**src/rtl/shift_pkg.sv**
```systemverilog
package shift_pkg;
  typedef enum logic [3:0] {
    OP_NORM = 4'o07,
    OP_ARS1 = 4'o10,
    OP_LRS1 = 4'o11,
    OP_ROL1 = 4'o12,
    OP_LEO1 = 4'o13,
    OP_ARS2 = 4'o14,
    OP_LRS2 = 4'o15,
    OP_ROL2 = 4'o16,
    OP_LEO2 = 4'o17
  } shift_op_e;

  localparam logic [3:0] OP_FIRST = 4'o07;
endpackage

```
**src/rtl/shift_step.sv**
```systemverilog
module shift_step
  import shift_pkg::*;
#(
  parameter int DATA_W = 24
) (
  input  shift_op_e         op_i,
  input  logic [DATA_W-1:0] a_i,
  input  logic [DATA_W-1:0] e_i,
  output logic [DATA_W-1:0] a_o,
  output logic [DATA_W-1:0] e_o
);
  always_comb begin
    a_o = a_i;
    e_o = e_i;
    unique case (op_i)
      OP_ARS1: a_o = {a_i[DATA_W-1], a_i[DATA_W-1:1]};
      OP_LRS1: a_o = {1'b0, a_i[DATA_W-1:1]};
      OP_ROL1: a_o = {a_i[DATA_W-2:0], a_i[DATA_W-1]};
      OP_LEO1: a_o = {a_i[DATA_W-2:0], 1'b0};
      OP_ARS2: begin
        a_o = {a_i[DATA_W-1], a_i[DATA_W-1:1]};
        e_o = {a_i[0], e_i[DATA_W-1:1]};
      end
      OP_LRS2: begin
        a_o = {1'b0, a_i[DATA_W-1:1]};
        e_o = {a_i[0], e_i[DATA_W-1:1]};
      end
      OP_ROL2: begin
        a_o = {a_i[DATA_W-2:0], e_i[DATA_W-1]};
        e_o = {e_i[DATA_W-2:0], a_i[DATA_W-1]};
      end
      OP_LEO2, OP_NORM: begin
        a_o = {a_i[DATA_W-2:0], e_i[DATA_W-1]};
        e_o = {e_i[DATA_W-2:0], 1'b0};
      end
      default: ;
    endcase
  end
endmodule

```
**src/rtl/shift_timing.sv**
```systemverilog
module shift_timing #(
  parameter int CNT_W = 14,
  parameter int CYC_W = 12,
  parameter int BASE_MAX = 9,
  parameter int GROUP = 5
) (
  input  logic [CNT_W-1:0] n_i,
  output logic [CYC_W-1:0] cyc_o
);
  localparam logic [CNT_W-1:0] LIM  = CNT_W'(BASE_MAX);
  localparam logic [CNT_W-1:0] GRP  = CNT_W'(GROUP);
  localparam logic [CNT_W-1:0] BIAS = CNT_W'(BASE_MAX + 1 - GROUP);

  logic [CNT_W-1:0] groups;

  always_comb begin
    groups = (n_i - BIAS) / GRP;
    if (n_i <= LIM) cyc_o = CYC_W'(2);
    else            cyc_o = CYC_W'(2) + CYC_W'(groups);
  end
endmodule

```
**src/rtl/shift_unit.sv**
```systemverilog
module shift_unit
  import shift_pkg::*;
#(
  parameter int DATA_W = 24,
  parameter int SCNT_W = 6,
  parameter int CNT_W  = 14,
  parameter int CYC_W  = 12
) (
  input  logic              clk_i,
  input  logic              rst_ni,
  input  logic              start_i,
  input  logic [3:0]        aug_i,
  input  logic [SCNT_W-1:0] count_i,
  input  logic              idx_en_i,
  input  logic [CNT_W-1:0]  idx_i,
  input  logic [DATA_W-1:0] a_i,
  input  logic [DATA_W-1:0] e_i,
  output logic [DATA_W-1:0] a_o,
  output logic [DATA_W-1:0] e_o,
  output logic              busy_o,
  output logic              done_o,
  output logic [CNT_W-1:0]  norm_cnt_o,
  output logic              norm_we_o,
  output logic [CYC_W-1:0]  cycles_o
);
  localparam int TOP = DATA_W - 1;

  shift_op_e         op_q;
  logic              busy_q, done_q, we_q;
  logic [DATA_W-1:0] a_q, e_q, a_nx, e_nx;
  logic [CNT_W-1:0]  rem_q, cnt_q, n_eff;
  logic [CYC_W-1:0]  cyc_q, cyc_nx;
  logic              op_ok, accept, stop, is_norm, is_single;

  assign op_ok  = (aug_i >= OP_FIRST);
  assign accept = start_i && op_ok && !busy_q;
  assign n_eff  = CNT_W'(count_i) + (idx_en_i ? idx_i : '0);

  assign is_norm   = (op_q == OP_NORM);
  assign is_single = !is_norm && !op_q[2];
  assign stop = (rem_q == '0) || (is_norm && (a_q[TOP] != a_q[TOP-1]));

  shift_step #(.DATA_W(DATA_W)) i_step (
    .op_i(op_q), .a_i(a_q), .e_i(e_q), .a_o(a_nx), .e_o(e_nx)
  );

  shift_timing #(.CNT_W(CNT_W), .CYC_W(CYC_W)) i_timing (
    .n_i(n_eff), .cyc_o(cyc_nx)
  );

  always_ff @(posedge clk_i or negedge rst_ni) begin
    if (!rst_ni) begin
      busy_q <= 1'b0;
      done_q <= 1'b0;
      we_q   <= 1'b0;
      op_q   <= OP_NORM;
      a_q    <= '0;
      e_q    <= '0;
      rem_q  <= '0;
      cnt_q  <= '0;
      cyc_q  <= '0;
    end else begin
      done_q <= 1'b0;
      we_q   <= 1'b0;
      if (!busy_q) begin
        if (accept) begin
          busy_q <= 1'b1;
          op_q   <= shift_op_e'(aug_i);
          a_q    <= a_i;
          e_q    <= e_i;
          rem_q  <= n_eff;
          cnt_q  <= '0;
          cyc_q  <= cyc_nx;
        end
      end else if (stop) begin
        busy_q <= 1'b0;
        done_q <= 1'b1;
        we_q   <= is_norm;
      end else begin
        a_q   <= a_nx;
        e_q   <= e_nx;
        rem_q <= rem_q - 1'b1;
        cnt_q <= cnt_q + 1'b1;
      end
    end
  end

  assign a_o        = a_q;
  assign e_o        = e_q;
  assign busy_o     = busy_q;
  assign done_o     = done_q;
  assign norm_we_o  = we_q;
  assign norm_cnt_o = cnt_q;
  assign cycles_o   = cyc_q;

  p_done_pulse_r2: assert property (@(posedge clk_i) disable iff (!rst_ni)
    done_o |=> !done_o);

  p_step_count_r2: assert property (@(posedge clk_i) disable iff (!rst_ni)
    (busy_q && !stop) |=> (cnt_q == $past(cnt_q) + 1'b1));

  p_sign_hold_r3: assert property (@(posedge clk_i) disable iff (!rst_ni)
    (busy_q && (op_q == OP_ARS1 || op_q == OP_ARS2)) |=> $stable(a_q[TOP]));

  p_norm_stop_r7: assert property (@(posedge clk_i) disable iff (!rst_ni)
    (norm_we_o && rem_q != '0) |-> (a_o[TOP] != a_o[TOP-1]));

  p_norm_we_r8: assert property (@(posedge clk_i) disable iff (!rst_ni)
    norm_we_o |-> (done_o && op_q == OP_NORM));

  p_cycles_min_r9: assert property (@(posedge clk_i) disable iff (!rst_ni)
    done_o |-> (cycles_o >= CYC_W'(2)));

  p_single_e_r11: assert property (@(posedge clk_i) disable iff (!rst_ni)
    (busy_q && is_single) |=> $stable(e_q));

  p_idle_hold_r12: assert property (@(posedge clk_i) disable iff (!rst_ni)
    (!busy_q && !(start_i && op_ok)) |=> (!busy_q && $stable(a_q)));
endmodule

```
**config.mk**
```make
export PLATFORM = sky130hd
export DESIGN_NAME = shift_unit
export DESIGN_NICKNAME = d
export VERILOG_FILES = /design/src/rtl/shift_pkg.sv /design/src/rtl/shift_step.sv /design/src/rtl/shift_timing.sv /design/src/rtl/shift_unit.sv
export SDC_FILE = /design/constraint.sdc
export NUM_CORES = 1
export LEC_CHECK = 0
export ABC_AREA = 1
export ABC_CLOCK_PERIOD_IN_PS = 3690
export BUFFER_PORTS_ARGS = -buffer_cell sky130_fd_sc_hd__buf_2
export CAP_MARGIN = 5
export CORE_MARGIN = 2
export CORE_UTILIZATION = 25
export CTS_BUF_LIST = sky130_fd_sc_hd__clkbuf_2
export DETAILED_ROUTE_END_ITERATION = 6
export PLACE_DENSITY = 0.4
export SLEW_MARGIN = 30
export SYNTH_ARGS = -nofsm -noshare
export SYNTH_HDL_FRONTEND = slang
export SYNTH_HIERARCHICAL = 1
export SYNTH_SLANG_ARGS = --single-unit
```
**constraint.sdc**
```tcl
create_clock -name clk_i -period 3.69 [get_ports clk_i]
set_input_delay 0.738 -clock clk_i [delete_from_list [all_inputs] [get_ports clk_i]]
set_output_delay 0.738 -clock clk_i [all_outputs]
set_load 0.02 [all_outputs]
```
==> flow_summary.ini, run 1 <==
[outcome]
status = finished with violations
failed_checks = negative setup slack

[clocking]
clkLatencyLatePin_ns = 0.67
cts-root-buf = clkbuf_2
cts_tree = done
numCtsBuffers = 9
cts-hold-fix-buffers = 0
clockBufferDepth = 2
path_clk_slew_ns = 0.29
clock-sinks = 95
cts-htree-levels = 3

[critical_path]
worstSetupStartpoint = idx_en_i
critPathCaptureType = flop
crit_path_max_incr_delay_ns = 0.32
worst-r2r-cell-count = 9
critPathArrivalTime_ns = 7.18
crit_top_cell = nand2_2
worstPathRequired_ns = 4.28
slowest_stage = fa_2
cp-endpoint = cycles_o[11]
r2r-end = e_o[19]
cp-start-kind = primary input
rr_startpoint = op_q[1]
rrSetupSlack_ns = 1.22
crit_fanout = 8
crit_type = primary input to flop

[synth]
synth_xor_area_frac = 0.0222
syn_inst = 1272
avgSynthCellArea_um2 = 6.52
synth_most_common_cell = nand2_1
synth-compound-area-share = 0.139
synth-edff-count = 0
synth_seq_cells = 95
netlist_area_um2 = 8290
synthFlopType = dfrtp_1
synth_top_family_by_area = simple AND/OR/NAND/NOR gates
synth_commonest_cells = 363 x nand2_1, 146 x nand3_1, 106 x inv_1
synth_cell_type_count = 51
synth_nets = 1362
synth-warning-count = 6
synth_seq_area_share = 0.287
synth_area_leaders = dfrtp_1 28%, nand2_1 16%, nand3_1 8.8%
synthMuxAreaShare = 0.0204
postSynth.asyncResetShare = 1.00
synth_simple_gate_area_frac = 0.418
synth_fa_ha_area_frac = 0.0220
yosys.area.top_type_share = 0.278
synth_area_leader_cell = dfrtp_1

[timing]
whs_ns = 0.102
rsz0062_at_grt = true
fin_crit_sh = 1.78
hold_viol_final = 0
skew_ns = 0.0487
post-route-min-period_ns = 6.59
worst_slew_pin_slew_ns = 0.828
slew_viol_final = 0
slew_headroom = 0.448
setup_ws_ns = -2.90
setup_viol = 12
fmax_mhz = 152

[die]
initial_utilization = 0.254
die-area_um2 = 34600
boundaryPins = 153
coreArea_um2 = 32600
rows = 66
dieWidth_um = 186
die_y_um = 186

[global_routing]
gr-usage-all-layers = 0.157
grt_pass1_wl_mm = 44.0
antenna_found_initial = 1
grt_pass1_vias = 8691
grt_max_degree = 73
overflow = 0

[detailed_routing]
wire_per_inst_um = 13.4
drt-total-wl_mm = 26.9
num_vias = 8964
dr.pass1.iters = 4
drtIter0Drc = 398
post-route-drc-count = 0
ant_nets = 0
avgViaCountPerCell = 4.46

[power_and_ir_drop]
leakage_nw = 5.79
switchingPower_w = 0.00684
p_comb_frac = 0.799
clkPwrFrac = 0.038
finalPower_w = 0.0135
swShare = 0.505
seqPwrFrac = 0.163
pwr_density_cell_nw_per_um2 = 1180
vdd.ir_drop.worst_mv = 0.873
p_int_w = 0.00669

[layout]
final_nets = 1653
syn2layout_area_growth_pct = 38.1
utilization = 0.351
drive_above_1_share = 0.391

[job]
drv_cap = 0

[placed_design]
routabilityCongestion = 0.797
portBuffers = 152
dp_hpwl_mm = 18.9

[min_path]
hp-class = primary input to asynchronous set/reset pin
## area by class of cell
| cell class | count | area [um^2] |
|---|---|---|
| diodes | 2 | 5.00 |
| repair buffers | 332 | 2200 |
| clock buffers | 9 | 45.0 |
| clock inverters | 7 | 47.5 |
| inverters | 125 | 480 |
| well taps | 442 | 553 |
| fillers | 3557 | 21200 |
| multi-input cells | 1000 | 5740 |
| flip-flops and latches | 95 | 2380 |
## critical path, delay by kind of cell
kind                     cells  cell delay, ns
AND/OR/NAND/NOR             56            4.59
buffers and inverters        9            0.61
adder cells (fa/ha/maj)      3            0.58
AO/OA/AOI/OAI                2            0.48
multiplexers                 1            0.14
## registers in the layout (all words and copies together) (netlist names)
signal and flops:
a_o 24, busy_o 1, cycles_o 12, done_o 1, e_o 24, norm_cnt_o 14, norm_we_o 1, op_q 4
rem_q 14
## kinds of logic (layout without fill, tap and decap cells)
family	count (synthesis)	after routing
buf+inv	177	473
other cells	0	2
xor+xnor	21	21
fa+ha+maj	14	14
flops	95	95
simple gates	749	749
compound gates	201	201
mux	15	15
## layer usage
metal | wire, um | global-route usage | vias to the layer above | part of all wire
li1 | - | - | 4705 | -
met1 | 13100 | 0.211 | 4101 | 0.49
met2 | 12500 | 0.268 | 140 | 0.47
met3 | 990 | 0.0213 | 18 | 0.037
met4 | 295 | 0.0337 | 0 | 0.011
met5 | 0 | 0 | - | 0
## how the worst min path moves through the flow
stage / startpoint / end / slack [ns] / depth (start not counted)
after floorplan: rst_ni / a_o[0] / 0.44 / 0
after CTS: rst_ni / rem_q[0] / 0.03 / 1
after global placement: cycles_o[3] / cycles_o[3] / 0.49 / 1
final: rst_ni / a_o[11] / 0.10 / 1
after detailed placement: cycles_o[8] / cycles_o[8] / 0.49 / 1
after global routing: rst_ni / norm_cnt_o[5] / 0.09 / 1
## metrics by stage
| stage | area (um^2) | std cells | setup WS, ns | setup TNS [ns] |
|---|---|---|---|---|
| 6_report | 11400 | 2012 | -2.90 | -31.37 |
| 5_1_grt | 11400 | 2011 | -3.31 | -35.99 |
| 4_1_cts | 11000 | 2000 | -2.78 | -29.66 |
| 3_5_place_dp | 10400 | 1943 | -3.80 | -41.49 |
| 3_3_place_gp | 10400 | 1943 | -3.63 | -39.64 |
| 2_1_floorplan | 8380 | 1272 | -3.44 | -36.06 |
## power by group through the flow
stage               Combinational (W)  Sequential (W)  Clock, W
floorplan                     0.00595         0.00252         0
global placement              0.00888         0.00223         0
detailed placement            0.00889         0.00223         0
CTS                           0.00999         0.00221  0.000572
global route                   0.0121         0.00231  0.000605
finish                         0.0108         0.00221  0.000512
## timing repair
item | 4_1_cts | 5_1_grt
buffers inserted | 50 | 11
hold endpoints to repair | 0 | 0
pin swaps | 38 | 43
gates cloned | 0 | 0
setup endpoints to repair | 12 | 12
gates resized for setup | 53 | 79
## cells in the final DEF, fill, tap and decap left out, drive strengths merged, types with 2 or more instances in the layout
| cell | instances |
|---|---|
| a21boi | 20 |
| a21oi | 41 |
| and2 | 2 |
| and3 | 2 |
| buf | 332 |
| clkbuf | 9 |
| clkinv | 4 |
| clkinvlp | 3 |
| dfrtp | 92 |
| dfstp | 3 |
| diode | 2 |
| ha | 13 |
| inv | 125 |
| mux2 | 15 |
| nand2 | 419 |
| nand3 | 154 |
| nand3b | 2 |
| nand4 | 11 |
| nor2 | 96 |
| nor3 | 11 |
| o2111ai | 2 |
| o211ai | 7 |
| o21ai | 124 |
| o22ai | 2 |
| or2 | 51 |
| xor2 | 20 |
No activity file was read; power rests on OpenSTA's default activity.
==> inputs of run 2 (changes only) <==
- PLACE_DENSITY: 0.4 -> default
==> run 2 against run 1 <==
The run still ends with negative setup slack left. Via count is 2.2% higher. Sequential share of layout area is 0.069 points higher. First-iteration DRC count is 15% higher. Die area stayed put. Highest routed layer unchanged.
==> flow_summary.ini, run 2 (synthesis gave the netlist of run 1 again) <==
[die]
rows = 66
die-area_um2 = 34600
boundaryPins = 153
die_y_um = 186
dieWidth_um = 186
coreArea_um2 = 32600
initial_utilization = 0.254

[placed_design]
routabilityCongestion = 0.840
portBuffers = 152
postPlaceCellArea_um2 = 10400
dp_hpwl_mm = 18.4

[critical_path]
critPathArrivalTime_ns = 7.25
crit_path_max_incr_delay_ns = 0.35
worstSetupStartpoint = idx_en_i
worstPathRequired_ns = 4.30
r2r-end = e_o[20]
crit_family = simple AND/OR/NAND/NOR gates
crit_buf_inv = 10
worst-r2r-cell-count = 8
crit_fanout = 6
worst-path-stages = 71
critPathCaptureType = flop
cp-start-kind = primary input
rrSetupSlack_ns = 1.14
cp-endpoint = cycles_o[11]
crit_top_cell = nand2_2
crit_type = primary input to flop
rr_startpoint = op_q[2]
slowest_stage = fa_2

[clocking]
cts-root-buf = clkbuf_2
cts-htree-levels = 3
path_clk_slew_ns = 0.31
clockBufferDepth = 2
clock-sinks = 95
cts_tree = done
clkLatencyLatePin_ns = 0.62
numCtsBuffers = 9

[detailed_routing]
ant_nets = 0
drtIter0Drc = 456
post-route-drc-count = 0
wire_per_inst_um = 13.2
dr.pass1.iters = 7
drt-total-wl_mm = 26.4
num_vias = 9157
avgViaCountPerCell = 4.59

[timing]
fin_crit_sh = 1.80
slew_headroom = 0.428
setup_ws_ns = -2.95
hold_viol_final = 0
post-route-min-period_ns = 6.64
setup_viol = 12
skew_ns = 0.0306
worst_slew_pin_slew_ns = 0.859
rsz0062_at_grt = true
slew_viol_final = 0
fmax_mhz = 151

[min_path]
hp-class = primary input to asynchronous set/reset pin

[global_routing]
use_met3 = 0.0205
grt_pass1_wl_mm = 41.7
gr-usage-all-layers = 0.148
grt_util_met2 = 0.259
grt-busiest-layer = met2
grt_max_degree = 75
overflow = 0
met1_usage = 0.192
grt_pass1_vias = 8585
antenna_found_initial = 2

[outcome]
failed_checks = negative setup slack
status = finished with violations

[job]
drv_cap = 0

[layout]
final_common_cell = nand2_1
fin_area_um2 = 11400
drive_above_1_share = 0.400
syn2layout_area_growth_pct = 37.7
final_nets = 1634
layout_common_cells = 317 x nand2_1, 153 x buf_4, 149 x buf_2
[run 2: changes by cell type in the layout (fill, tap and decap cells not counted), moves of 3 or more]
cell / before / now
buf_12: 5 / 2
mux2_4: 1 / 4
nor2_1: 75 / 72
nand3_1: 129 / 120
buf_6: 2 / 8
mux2_2: 14 / 11
clkinvlp_4: 3 / 0
a21oi_1: 35 / 31
nand2_4: 33 / 30
nand2_2: 63 / 72
nand3_2: 17 / 25
nand2_1: 323 / 317
buf_4: 175 / 153
[run 2: worst min path at each step]
stage	start	end	slack (ns)
after floorplan	rst_ni	a_o[0]	0.44
after global placement	cycles_o[4]	cycles_o[4]	0.49
after detailed placement	cycles_o[7]	cycles_o[7]	0.49
after CTS	rst_ni	rem_q[0]	0.11
after global routing	rst_ni	e_o[0]	0.11
final	rst_ni	e_o[0]	0.17
[run 2: stage by stage]
stage / setup TNS [ns] / cells / setup slack [ns] / hold slack, ns / utilization
floorplan: -36.06 / 1272 / -3.44 / 0.442 / -
global placement: -37.95 / 1941 / -3.49 / 0.489 / 0.318
detailed placement: -41.38 / 1941 / -3.81 / 0.493 / 0.318
CTS: -30.64 / 1979 / -2.79 / 0.109 / 0.334
global route: -37.56 / 1993 / -3.37 / 0.106 / 0.350
finish: -33.26 / 1993 / -2.95 / 0.168 / 0.350
[run 2: area by class of cell]
class                      instances  area, um^2
inverter                         125         480
fill                            3435       21200
multi-input combinational       1000        5820
sequential                        95        2380
clock buffer                       9        45.0
tap                              442         553
antenna                            2        5.00
clock inverter                     7        86.3
timing repair buffer             313        2040
[run 2: routing by layer]
metal	wire length (um)	vias up
li1	-	4667
met1	12200	4237
met2	12500	235
met3	1440	18
met4	306	0
met5	0	-
[run 2: timing repair]
item / 4_1_cts / 5_1_grt
hold buffers: 0 / 0
pin swaps: 34 / 58
cloned: 1 / 0
gates resized for setup: 56 / 107
setup endpoints to repair: 12 / 12
buffers inserted: 21 / 13
Power of run 2 is left out: the tool's default activity adds up to more than one toggle a clock period on the data nets, which glitch-free logic cannot reach.
